File: src/rtl/trap_pkg.sv
package trap_pkg;
  localparam int NKIND = 8;
  localparam int NBANK = 5;
  localparam int BW    = $clog2(NBANK);

  typedef enum logic [2:0] {
    K_RESET = 3'd0, K_UNDEF = 3'd1, K_SVC = 3'd2, K_PABT = 3'd3,
    K_DABT  = 3'd4, K_RSVD  = 3'd5, K_IRQ = 3'd6, K_FIQ  = 3'd7
  } kind_e;

  localparam logic [4:0] M_USR = 5'b10000;
  localparam logic [4:0] M_FIQ = 5'b10001;
  localparam logic [4:0] M_IRQ = 5'b10010;
  localparam logic [4:0] M_SVC = 5'b10011;
  localparam logic [4:0] M_ABT = 5'b10111;
  localparam logic [4:0] M_UND = 5'b11011;

  typedef struct packed {
    logic       i;
    logic       f;
    logic [4:0] mode;
  } psr_t;

  function automatic logic [4:0] kind_mode(kind_e k);
    case (k)
      K_UNDEF:        return M_UND;
      K_PABT, K_DABT: return M_ABT;
      K_IRQ:          return M_IRQ;
      K_FIQ:          return M_FIQ;
      default:        return M_SVC;
    endcase
  endfunction

  function automatic logic is_banked(logic [4:0] m);
    return (m == M_FIQ) || (m == M_IRQ) || (m == M_SVC) ||
           (m == M_ABT) || (m == M_UND);
  endfunction

  function automatic logic [BW-1:0] mode_bank(logic [4:0] m);
    case (m)
      M_FIQ:   return BW'(0);
      M_IRQ:   return BW'(1);
      M_ABT:   return BW'(3);
      M_UND:   return BW'(4);
      default: return BW'(2);
    endcase
  endfunction

  function automatic logic [3:0] link_off(kind_e k);
    return (k == K_DABT) ? 4'd8 : 4'd4;
  endfunction

  function automatic logic [4:0] vec_off(kind_e k);
    return {k, 2'b00};
  endfunction
endpackage

File: src/rtl/trap_arbiter.sv
module trap_arbiter
  import trap_pkg::*;
(
  input  logic [NKIND-1:0] req,
  input  logic             i_mask,
  input  logic             f_mask,
  output logic             take,
  output kind_e            kind,
  output logic [NKIND-1:0] grant
);
  localparam int NPRIO = 7;
  localparam logic [2:0] PRIO [NPRIO] =
    '{3'd0, 3'd4, 3'd7, 3'd6, 3'd3, 3'd1, 3'd2};

  logic [NKIND-1:0] eligible;

  always_comb begin
    eligible = req;
    eligible[int'(K_IRQ)]  = req[int'(K_IRQ)] & ~i_mask;
    eligible[int'(K_FIQ)]  = req[int'(K_FIQ)] & ~f_mask;
    eligible[int'(K_RSVD)] = 1'b0;
  end

  always_comb begin
    take  = 1'b0;
    kind  = K_RESET;
    grant = '0;
    for (int p = NPRIO - 1; p >= 0; p--) begin
      if (eligible[PRIO[p]]) begin
        take = 1'b1;
        kind = kind_e'(PRIO[p]);
      end
    end
    grant[kind] = take;
  end
endmodule

File: src/rtl/trap_bank.sv
module trap_bank
  import trap_pkg::*;
#(
  parameter int AW = 32
) (
  input  logic          clk,
  input  logic          rst_n,
  input  logic          wr_en,
  input  logic [BW-1:0] wr_idx,
  input  psr_t          wr_psr,
  input  logic [AW-1:0] wr_lr,
  input  logic          wr_deep,
  input  logic [BW-1:0] rd_idx,
  output psr_t          rd_psr,
  output logic [AW-1:0] rd_lr,
  output logic          rd_deep
);
  psr_t          spsr_q [NBANK];
  logic [AW-1:0] lr_q   [NBANK];
  logic          deep_q [NBANK];

  for (genvar g = 0; g < NBANK; g++) begin : g_bank
    always_ff @(posedge clk) begin
      if (!rst_n) begin
        spsr_q[g] <= '{i: 1'b0, f: 1'b0, mode: M_USR};
        lr_q[g]   <= '0;
        deep_q[g] <= 1'b0;
      end else if (wr_en && (wr_idx == BW'(g))) begin
        spsr_q[g] <= wr_psr;
        lr_q[g]   <= wr_lr;
        deep_q[g] <= wr_deep;
      end
    end
  end

  always_comb begin
    rd_psr  = spsr_q[0];
    rd_lr   = lr_q[0];
    rd_deep = deep_q[0];
    for (int b = 1; b < NBANK; b++) begin
      if (rd_idx == BW'(b)) begin
        rd_psr  = spsr_q[b];
        rd_lr   = lr_q[b];
        rd_deep = deep_q[b];
      end
    end
  end
endmodule

File: src/rtl/trap_unit.sv
module trap_unit
  import trap_pkg::*;
#(
  parameter int            AW       = 32,
  parameter logic [AW-1:0] VEC_BASE = '0
) (
  input  logic             clk,
  input  logic             rst_n,
  input  logic [NKIND-1:0] exc_req_i,
  input  logic             ret_i,
  input  logic [AW-1:0]    fetch_pc_i,
  output logic [4:0]       mode_o,
  output logic             irq_mask_o,
  output logic             fiq_mask_o,
  output logic [AW-1:0]    pc_o
);
  psr_t          psr_q;
  logic [AW-1:0] pc_q;

  logic             take_w;
  kind_e            kind_w;
  logic [NKIND-1:0] grant_w;
  logic             ret_fire_w;
  psr_t             entry_psr_w;
  logic [AW-1:0]    link_w;
  logic [AW-1:0]    vector_w;
  psr_t             saved_psr_w;
  logic [AW-1:0]    saved_lr_w;
  logic             saved_deep_w;
  logic [AW-1:0]    resume_w;

  trap_arbiter u_arb (
    .req    (exc_req_i),
    .i_mask (psr_q.i),
    .f_mask (psr_q.f),
    .take   (take_w),
    .kind   (kind_w),
    .grant  (grant_w)
  );

  assign link_w   = pc_q + AW'(link_off(kind_w));
  assign vector_w = VEC_BASE + AW'(vec_off(kind_w));

  trap_bank #(.AW(AW)) u_bank (
    .clk     (clk),
    .rst_n   (rst_n),
    .wr_en   (take_w),
    .wr_idx  (mode_bank(kind_mode(kind_w))),
    .wr_psr  (psr_q),
    .wr_lr   (link_w),
    .wr_deep (kind_w == K_DABT),
    .rd_idx  (mode_bank(psr_q.mode)),
    .rd_psr  (saved_psr_w),
    .rd_lr   (saved_lr_w),
    .rd_deep (saved_deep_w)
  );

  assign ret_fire_w = ret_i && !take_w && is_banked(psr_q.mode);
  assign resume_w   = saved_lr_w - (saved_deep_w ? AW'(4) : AW'(0));

  always_comb begin
    entry_psr_w      = psr_q;
    entry_psr_w.mode = kind_mode(kind_w);
    entry_psr_w.i    = 1'b1;
    if (kind_w == K_FIQ || kind_w == K_RESET) entry_psr_w.f = 1'b1;
  end

  always_ff @(posedge clk) begin
    if (!rst_n) begin
      psr_q <= '{i: 1'b1, f: 1'b1, mode: M_SVC};
      pc_q  <= VEC_BASE;
    end else if (take_w) begin
      psr_q <= entry_psr_w;
      pc_q  <= vector_w;
    end else if (ret_fire_w) begin
      psr_q <= saved_psr_w;
      pc_q  <= resume_w;
    end else begin
      pc_q  <= fetch_pc_i;
    end
  end

  assign mode_o     = psr_q.mode;
  assign irq_mask_o = psr_q.i;
  assign fiq_mask_o = psr_q.f;
  assign pc_o       = pc_q;
endmodule

File: config.mk
export PLATFORM = sky130hd
export DESIGN_NAME = trap_unit
export DESIGN_NICKNAME = d
export VERILOG_FILES = /design/src/rtl/trap_pkg.sv /design/src/rtl/trap_arbiter.sv /design/src/rtl/trap_bank.sv /design/src/rtl/trap_unit.sv
export SDC_FILE = /design/constraint.sdc
export NUM_CORES = 1
export LEC_CHECK = 0
export BUFFER_PORTS_ARGS = -buffer_cell sky130_fd_sc_hd__buf_2
export CORE_UTILIZATION = 25
export DETAILED_ROUTE_END_ITERATION = 10
export PLACE_DENSITY = 0.46
export SKIP_CTS_REPAIR_TIMING = 1
export SLEW_MARGIN = 20
export SYNTH_ARGS = -nofsm -noshare
export SYNTH_HDL_FRONTEND = slang
export SYNTH_SLANG_ARGS = --single-unit
File: constraint.sdc
create_clock -name clk -period 7.3 [get_ports clk]
set_input_delay 1.46 -clock clk [delete_from_list [all_inputs] [get_ports clk]]
set_output_delay 1.46 -clock clk [all_outputs]
set_load 0.02 [all_outputs]
# ---- Word level (Yosys, flattened, before mapping)
# Memories as Yosys holds them, arrays and structs flattened.
# Index checks and enable logic that the tools add are counted.
dict set report totals {
  ram_bits 200
  out_inout_bits 39
  input_bits 43
  elab_cells 139
  memories 3
  reg_bits 39
}
dict set report classes {
  bitwise 20
  n_eq_ne 23
  addsub 2
  muxes 67
  n_reduce_logical 19
}
# memory words width read_ports rd_clocked_by_memory_dff wr line_no
set memory_table {}
lappend memory_table {u_bank.lr_q 5 32 5 0 5 trap_bank.sv:19} ;# logic [AW-1:0] lr_q [NBANK];
lappend memory_table {u_bank.spsr_q 5 7 5 0 5 trap_bank.sv:18} ;# psr_t spsr_q [NBANK];
lappend memory_table {u_bank.deep_q 5 1 5 0 5 trap_bank.sv:20} ;# logic deep_q [NBANK];
# operator count
set op_table {}
lappend op_table {{$mux W32} 10}
lappend op_table {{$mux W7} 9}
lappend op_table {{$eq A5 B5 Y1 const B} 9}
lappend op_table {{$mux W1} 33}
lappend op_table {{$add A32 B4 Y32} 1}
lappend op_table {{$sub A32 B3 Y32} 1}
lappend op_table {{$pmux W3 S4} 2}
lappend op_table {{$pmux W4 S4} 1}
lappend op_table {{$eq A3 B2 Y1 const B} 5}
lappend op_table {{$eq A3 B3 Y1 const B} 5}
lappend op_table {{$mux W3} 5}
lappend op_table {{$or A1 B1 Y1} 15}
lappend op_table {{$mux W6} 2}
lappend op_table {{$eq A3 B1 Y1 const B} 3}
lappend op_table {{$logic_and A1 B1 Y1} 7}
lappend op_table {{$logic_not A3 Y1} 2}
lappend op_table {{$mux W2} 3}
lappend op_table {{$logic_or A1 B1 Y1} 5}
lappend op_table {{$mux W5} 1}
lappend op_table {{$mux W4} 1}
lappend op_table {{$reduce_or A2 Y1} 2}
lappend op_table {{$not A1 Y1} 3}
lappend op_table {{$and A1 B1 Y1} 2}
lappend op_table {{$ne A2 B1 Y1 const B} 1}
lappend op_table {{other kinds (3)} 3}

# ---- Logic depth before layout (Yosys ltp)
# Gate-level depths: netlist (run 1).
dict set report depth {
  word_depth 18
  depth_mapped 20
  mapped_depth_nobuf 15
}

# ---- Cells and area by module
# Synthesis (run 1) repeated with hierarchy kept, for this count alone.
dict set report unflattened {
  cells_unflattened 1054
  area_unflattened_um2 12205.5
}
# module cells_per_inst seq_area_each_um2 area_per_inst_um2 instances
set modules_own_cells {}
lappend modules_own_cells {trap_bank 674 5995.8 9261.4 1}
lappend modules_own_cells {trap_unit 356 780.7 2798.9 1}
lappend modules_own_cells {trap_arbiter 24 0.0 145.1 1}

# ---- Least setup slack after synthesis (run 1)
# OpenSTA, ideal clock, no wires.
dict set report synth_timing {
  path_kind {input port to flip-flop}
  startpoint {input exc_req_i[7]}
  endpoint {memory u_bank.deep_q[1], enable pin}
  path_buffers 1
  t_arrival_ps 5006
  setup_slack_ps 1796
  setup_ps 498
  path_stages 6
  required_time_ps 6802
  path_cell_list {nand2b_1 > clkbuf_1 > o21ai_0 > nand2_1 > nand2_1 > o31ai_1}
}
# element line_no
set synth_lines {}
lappend synth_lines {{from (decl)} trap_unit.sv:9} ;# input logic [NKIND-1:0] exc_req_i,
lappend synth_lines {{to (decl)} trap_bank.sv:20}

# ---- Final worst setup path (run 1)
dict set report layout_timing {
  startpoint {register psr_q (netlist bit mode_o[1])}
  endpoint {register pc_q[31] (netlist: pc_o[31])}
}
dict set report layout_via {
  elab_chain_cells 10
  word_cells_on_any_way 26
  cone_classes {add/sub (1); eq/ne (9); mux (11); reduce/logical (5)}
}
# element line_no
set layout_rtl {}
lappend layout_rtl {{from (decl)} trap_unit.sv:17} ;# psr_t psr_q;
lappend layout_rtl {{from (signal assigned)} trap_unit.sv:70} ;# psr_q <= '{i: 1'b1, f: 1'b1, mode: M_SVC};
lappend layout_rtl {{from (signal assigned)} trap_unit.sv:73} ;# psr_q <= entry_psr_w;
lappend layout_rtl {{from (signal assigned)} trap_unit.sv:76} ;# psr_q <= saved_psr_w;
lappend layout_rtl {{$eq A5 B5 Y1 (on tied branches)} {trap_pkg.sv:36, trap_pkg.sv:40, trap_pkg.sv:35}}
lappend layout_rtl {{$pmux W3 S4} trap_pkg.sv:40} ;# case (m)
lappend layout_rtl {{$eq A3 B1 Y1} trap_bank.sv:41} ;# if (rd_idx == BW'(b)) begin
lappend layout_rtl {{$mux W1 (4 in a row)} trap_bank.sv:41}
lappend layout_rtl {{$mux W3} trap_unit.sv:59} ;# assign resume_w = saved_lr_w - (saved_deep_w ? AW'(4) : AW'(0));
lappend layout_rtl {{$sub A32 B3 Y32} trap_unit.sv:59}
lappend layout_rtl {{$mux W32 (*)} trap_unit.sv:75} ;# end else if (ret_fire_w) begin
lappend layout_rtl {{to (signal assigned)} trap_unit.sv:74} ;# pc_q <= vector_w;
lappend layout_rtl {{to (signal assigned)} trap_unit.sv:77} ;# pc_q <= resume_w;
lappend layout_rtl {{to (signal assigned)} trap_unit.sv:79} ;# pc_q <= fetch_pc_i;
lappend layout_rtl {{to (decl)} trap_unit.sv:18} ;# logic [AW-1:0] pc_q;
# Every way passes the cells marked *; elsewhere a longest branch is shown, timed or not.
# A chain may end at the register's enable or synchronous reset.

==> impl_results.md, run 1 <==
- Run status: finished, final reports clean
- Number of global-route vias before repair: 8,662
- Fin. max-slew vios: 0
- Dpl hpwl: 23.3 mm
- Post-route ant nets: 0
- Grt ovf: 0
- Uppermost layer routed: met4
- Fin. Hold Viols: 0
- Critical Path Most Common Cell: nor3_1
- Synthesized area: 11,400 µm²
- Fillers: 4,573
- CTS tree: done
- Met3 WL: 1.39 mm
- Wire length of the first global-routing pass: approximately 57 mm
- Clock slew at reported path FFs: 0.06 ns
- Final Cell Area: 13,400 µm²
- Clock root buffer: clkbuf_16
- Worst Path Max Fanout: 17
- DIE WIDTH: 216 µm
- Crit Path Category: reg -> reg
- Crit path launch type: register
- Detailed Route WL: 38.2 mm
- Wire length on met1: approximately 17 mm
- Commonest non-fill, non-tap cell in the layout: nor2_1
- Slowest-stage cell, CP: nor3_1
- Peak Freq: about 190 MHz
- Final setup viols: 0
- CP required: slightly below 8 ns
- Layout net count: between 1,000 and 1,500
- Core footprint: ~45,000 µm²
- Register area share after synthesis: slightly below 60%
- Arr. time, crit path: 5.79 ns
- Cts bufs inserted: 27
- RSZ-0062 raised after global routing: false
- Final WS setup: 1.97 ns
- Final period utilization: 73.0%
- Post-DR wirelength/cell: 21.9 µm
- Initial antenna violation count: 0
- GRT Total Usage: 16.4%
- Final worst path period need: 5.33 ns
- Crit end category: register
- Sink Count: 239
- Worst min-delay path class: reg -> reg
- Die ar.: roughly 47,000 µm²
- Synth Flop Type: edfxtp_1
- Area grow syn2layout: 17.5%
- Yosys warning total: 0
- Routed wire length on met2: roughly 19 mm
- Routed vias/inst: 4.87
- I/O Buffers: 80
- Worst slack at placement: between 1.5 and 2 ns
- Clock skew: ~0.022 ns
- Flops & latches, synth: 239
- GP Congestion: 0.773
- Worst-Margin Slew: approximately 1 ns
- Detailed Route Iter0 Violations: 737
- Number of synthesized flops with an enable pin: 199
- VDD IR-drop max: 0.000164 V
- Layout cells sized above 1: roughly 16%
- Leading post-synthesis cells by cell area: edfxtp_1, dfxtp_1, nor2_1
- Commonest non-fill, non-tap cells in the layout: nor2_1, edfxtp_1, nand2_1
- # H-tree levels: 1
- Setup TNS: 0 ns
- Crit path max-delay family: simple AND/OR/NAND/NOR gates
- 1st-pass router iterations: 6
- Die height: 216 µm
- Synth top area share: 52.3%
- Pin count of the biggest net entering global routing: 41
- Post-Synthesis Cells: about 1,100
- Clock tree buffer depth: 3
- Unique masters post-synth: 77
- Bufs and invs on worst path: 1
- Tot Pwr: 3.21 mW
- Starting density of the core: 25.6%
- Post-Syn Area per Cell: 10.8 µm²
- Slowest stage delay, CP: 0.86 ns
- Synth async-reset ratio: 0%
- Leak Pwr: 4.74 nW
- Slew HR: 34.0%
- PwrDens: ~240 nW/µm²
- Row count: 77
- Max-Cap Viols: 0
- Latest clock arrival within the worst-skew pair: roughly 0.55 ns
- Antenna cells: 0
- Boundary Pins: 82
- Vias: between 8,000 and 9,000
- Number of remaining DRC errors: 0
- Synth area leader: edfxtp_1
- Worst-path cell chain: or3b_1 -> nor2_2 -> nand2_1 -> nand3_1 -> o221ai_1 -> o21ai_0 -> ha_1 -> inv_1 -> a211oi_4 -> nand4_4 -> nor3_1 -> nand4b_2 -> and3_1 -> nor3_1
- Post-DP Area: 12,500 µm²
where the power goes:
group	internal, mW	switching [mW]	leakage, nW
combinational	0.0873	0.204	1.89
sequential	1.53	0.0196	2.42
clock	0.814	0.558	0.432
total	2.43	0.781	4.74
stage by stage:
| stage | hold WS, ns | util [%] | std cells |
|---|---|---|---|
| after floorplan | 0.452 | - | 1062 |
| after global placement | 0.481 | 28.1 | 1692 |
| after detailed placement | 0.481 | 28.1 | 1692 |
| after CTS | 0.492 | 30.1 | 1741 |
| after global routing | 0.526 | 30.1 | 1741 |
| final | 0.497 | 30.1 | 1741 |
path summary, 6_finish.rpt:
| path | to | slack, ns | cells after the start | start |
|---|---|---|---|---|
| min | u_bank.deep_q[4]$_DFF_P_ | 0.50 | 1 | u_bank.deep_q[4]$_DFF_P_ |
| max reg2reg | pc_o[31]$_SDFF_PP0_ | 1.97 | 14 | mode_o[1]$_SDFFE_PN1P_ |
| max | pc_o[31]$_SDFF_PP0_ | 1.97 | 14 | mode_o[1]$_SDFFE_PN1P_ |
| min reg2reg | u_bank.deep_q[4]$_DFF_P_ | 0.50 | 1 | u_bank.deep_q[4]$_DFF_P_ |
registers in the layout (all words and copies together), names as in the netlist:
| signal | flops |
|---|---|
| pc_o | 32 |
| irq_mask_o | 1 |
| u_bank.lr_q | 160 |
| fiq_mask_o | 1 |
| mode_o | 5 |
| u_bank.deep_q | 5 |
| u_bank.spsr_q | 35 |
cell families (layout without fill, tap and decap cells):
kind of cell | count (synthesis) | count (layout) | share of synthesized area (%)
xor+xnor | 45 | 45 | 3.45
mux | 22 | 22 | 2.01
buf+inv | 72 | 159 | 2.74
other cells | 1 | 5 | 0.0328
simple gates | 462 | 462 | 19.6
fa+ha+maj | 4 | 4 | 0.504
compound gates | 213 | 213 | 12.4
flops | 239 | 239 | 59.3
cell type report:
type	instances	area (µm²)	share of cell area, %
Clock buffer	36	739	5.51
Tap cell	592	741	5.52
Sequential cell	239	6780	50.5
Multi-Input combinational cell	751	4430	33.0
Timing Repair Buffer	103	573	4.27
Clock inverter	13	141	1.05
Inverter	7	26.3	0.196
cells in the mapped netlist (all sizes together) (5+ instances only):
cell and instances:
xnor2 20, nor2b 7, nor4 6, a211oi 10
nand3 29, o211ai 8, a21o 7, mux2i 14
a21oi 59, xor2 25, and2 45, a31oi 6
and3 16, dfxtp 40, clkbuf 47, nor3 16
a22oi 7, o221ai 7, nand2b 11, o22ai 5
buf 18, edfxtp 199, a221oi 11, mux2 8
nand4 9, a222oi 5, nand2 87, inv 6
o2bb2ai 7, a2bb2oi 6, nor2 210, o21ai 52
layer usage:
layer / track usage (%) / vias to the layer above
li1: - / 3985
met1: 21.3 / 4262
met2: 29.2 / 199
met3: 1.49 / 32
met4: 3.83 / 0
met5: 0 / -
Note: power is estimated with default switching activity, not from simulation.
==> inputs of run 2 (changes only) <==
- PLACE_DENSITY: 0.46 -> 0.47
- clock period: 7.3 -> 4.9 ns (I/O delays scaled with it)
==> impl_results.md, run 2 (synthesis results as in run 1) <==
- Fin. max-slew vios: 0 (unchanged)
- Latest clock arrival within the worst-skew pair: 0.55 ns (about the same)
- Routed wire length on met2: 19.4 mm (was 19.1 mm)
- Biggest register: u_bank.lr_q (unchanged)
- Die height: 216 µm (unchanged)
- Hold EP: u_bank.deep_q[4]$_DFF_P_ (unchanged)
- Dpl hpwl: 24.8 mm (was 23.3 mm)
- Core footprint: 44,600 µm² (unchanged)
- VDD IR-drop max: 0.000226 V (was 0.000164 V)
- GRT Total Usage: 16.5% (was 16.4%)
- Largest register FFs: 160 (unchanged)
- Leak Pwr: 4.82 nW (was 4.74 nW)
- Register area: 6780 µm² (unchanged)
- Fin. Hold Viols: 0 (unchanged)
- CTS tree: done (unchanged)
- Clock tree buffer depth: 3 (unchanged)
- Starting density of the core: 25.6% (unchanged)
- Post-DR wirelength/cell: 22.0 µm (was 21.9 µm)
- Peak Freq: 233 MHz (was 188 MHz)
- Area grow syn2layout: 18.4% (was 17.5%)
- Min Hold Slack: 0.488 ns (was 0.497 ns)
- Final worst path period need: 4.29 ns (was 5.33 ns)
- Number of global-route vias before repair: 8,745 (was 8,662)
- Slew HR: 28.4% (was 34.0%)
- Met3 WL: 1.50 mm (was 1.39 mm)
- Crit path launch type: register (unchanged)
- Setup TNS: 0 ns (unchanged)
- Crit Reg-Reg Endpoint: pc_o[26]$_SDFF_PP0_ (was pc_o[31]$_SDFF_PP0_)
- CP required: 5.34 ns (was 7.76 ns)
- Worst min-delay path class: reg -> reg (unchanged)
- Commonest non-fill, non-tap cells in the layout: nor2_1, edfxtp_1, nand2_1 (unchanged)
- Cts bufs inserted: 26 (was 27)
- Sink Count: 239 (unchanged)
- Row count: 77 (unchanged)
- Dpl cells: 1,718 (was 1,692)
- PwrDens: 343 nW/µm² (was 239 nW/µm²)
- Worst Reg-to-Reg Cells: 17 (was 14)
- Pin count of the biggest net entering global routing: 41 (unchanged)
- Reg2Reg Setup Slack: 0.61 ns (was 1.97 ns)
- Crit Reg-Reg Startpoint: mode_o[2]$_SDFFE_PN0P_ (was mode_o[1]$_SDFFE_PN1P_)
- Hold_sp: u_bank.deep_q[4]$_DFF_P_ (unchanged)
- Crit Path Category: reg -> reg (unchanged)
- Antenna cells: 0 (unchanged)
- RSZ-0062 raised after global routing: false (unchanged)
- Max-Cap Viols: 0 (unchanged)
- Routed vias/inst: 4.93 (was 4.87)
- Seq pwr share: 49.7% (was 48.3%)
- Clock skew: 0.0206 ns (was 0.0217 ns)
- Grt ovf: 0 (unchanged)
- GP Congestion: 0.813 (was 0.773)
- Uppermost layer routed: met4 (unchanged)
- Commonest non-fill, non-tap cell in the layout: nor2_1 (unchanged)
- Layout net count: 1,201 (was 1,176)
- # H-tree levels: 1 (unchanged)
- Switching pwr: 1.16 mW (was 0.781 mW)
- DIE WIDTH: 216 µm (unchanged)
- Detailed Route WL: 38.8 mm (was 38.2 mm)
- Wire length on met1: 17.2 mm (was 17.1 mm)
- Run status: finished, final reports clean (unchanged)
- Final period utilization: 87.6% (was 73.0%)
- Die ar.: 46,600 µm² (unchanged)
- Fillers: 4,621 (was 4,573)
- Switching share of power: 24.9% (was 24.3%)
- Clock Power Share: 40.5% (was 42.7%)
- Arr. time, crit path: 4.73 ns (was 5.79 ns)
- Clock root buffer: clkbuf_16 (unchanged)
- Crit end category: register (unchanged)
- Post-route ant nets: 0 (unchanged)
- P_int: 3.49 mW (was 2.43 mW)
- 1st-pass router iterations: 5 (was 6)
- Worst-Margin Slew: 1.07 ns (was 0.982 ns)
- Footprint of the multi-input gates: 4430 µm² (about the same)
- Initial antenna violation count: 0 (unchanged)
- Worst Path Max Fanout: 11 (was 17)
- Layout cells sized above 1: 17.8% (was 16.2%)
- Detailed Route Iter0 Violations: 543 (was 737)
- Combinational power share: 9.7% (was 9.1%)
- Final setup viols: 0 (unchanged)
- Vias: 8,702 (was 8,478)
- Clock slew at reported path FFs: 0.06 ns (about the same)
- I/O Buffers: 80 (unchanged)
- Worst Hold Depth: 1 (unchanged)
- Wire length of the first global-routing pass: 57.4 mm (was 57.1 mm)
- Finished Layout Cells: 1,765 (was 1,741)
- Boundary Pins: 82 (unchanged)
- Number of remaining DRC errors: 0 (unchanged)
-- run 2: cell types whose count changed in the layout (fill, tap and decap cells not counted), moves of 2 or more --
| cell | change |
|---|---|
| clkinv_1 | -2 |
| clkbuf_1 | +3 |
| clkinv_2 | +2 |
| bufinv_16 | -2 |
| buf_4 | +26 |
-- run 2: power by group through the flow --
| stage | logic [mW] | registers [mW] | clock network [mW] |
|---|---|---|---|
| after global placement | 0.454 | 2.35 | 0 |
| final | 0.453 | 2.31 | 1.88 |
| after detailed placement | 0.456 | 2.35 | 0 |
| after floorplan | 0.266 | 2.35 | 0 |
| after global routing | 0.489 | 2.32 | 1.98 |
| after CTS | 0.458 | 2.31 | 1.92 |
-- run 2: layer usage --
| layer | vias to the layer above | global-route usage [%] |
|---|---|---|
| li1 | 4030 | - |
| met1 | 4415 | 21.6 |
| met2 | 208 | 29.0 |
| met3 | 49 | 1.44 |
| met4 | 0 | 4.82 |
| met5 | - | 0 |
-- run 2: stage by stage --
stage	cell area, µm²	util (%)	total power [mW]	worst slack (ns)
after floorplan	11400	-	2.62	0.139
after global routing	13500	30.3	4.79	0.364
after CTS	13500	30.3	4.69	0.628
after detailed placement	12700	28.6	2.81	0.433
final	13500	30.3	4.64	0.607
after global placement	12700	28.6	2.80	0.446
-- run 2: worst max-delay path, cell delays in order (launching register included) --
cell and delay, ns:
dfxtp_1 0.64, buf_4 0.26, and3b_1 0.20, a22oi_2 0.30, buf_4 0.25, a21oi_1 0.06
a221oi_1 0.25, nand2_1 0.08, o21ai_0 0.10, ha_1 0.22, inv_1 0.08, a211oi_4 0.21
nand4_4 0.16, or4b_1 0.57, buf_4 0.22, nor4_2 0.33, xnor2_1 0.18, a21oi_1 0.09
-- run 2: worst max path at each step --
stage	start	end	cells past startpoint
3_5_place_dp	exc_req_i[0]	u_bank.lr_q[0][30]$_SDFFCE_PN0P_	12
2_1_floorplan	exc_req_i[7]	u_bank.deep_q[3]$_DFFE_PP_	4
3_3_place_gp	exc_req_i[0]	u_bank.lr_q[0][30]$_SDFFCE_PN0P_	12
6_report	mode_o[2]$_SDFFE_PN0P_	pc_o[26]$_SDFF_PP0_	17
4_1_cts	mode_o[2]$_SDFFE_PN0P_	pc_o[31]$_SDFF_PP0_	11
5_1_grt	mode_o[3]$_SDFFE_PN0P_	pc_o[31]$_SDFF_PP0_	10
-- run 2: cell type report --
| cell class | count | share of cell area [%] |
|---|---|---|
| Timing Repair Buffer | 129 | 5.68 |
| Tap cell | 592 | 5.47 |
| Sequential cell | 239 | 50.1 |
| Clock buffer | 37 | 5.26 |
| Clock inverter | 10 | 0.610 |
| Multi-Input combinational cell | 751 | 32.7 |
| Inverter | 7 | 0.194 |
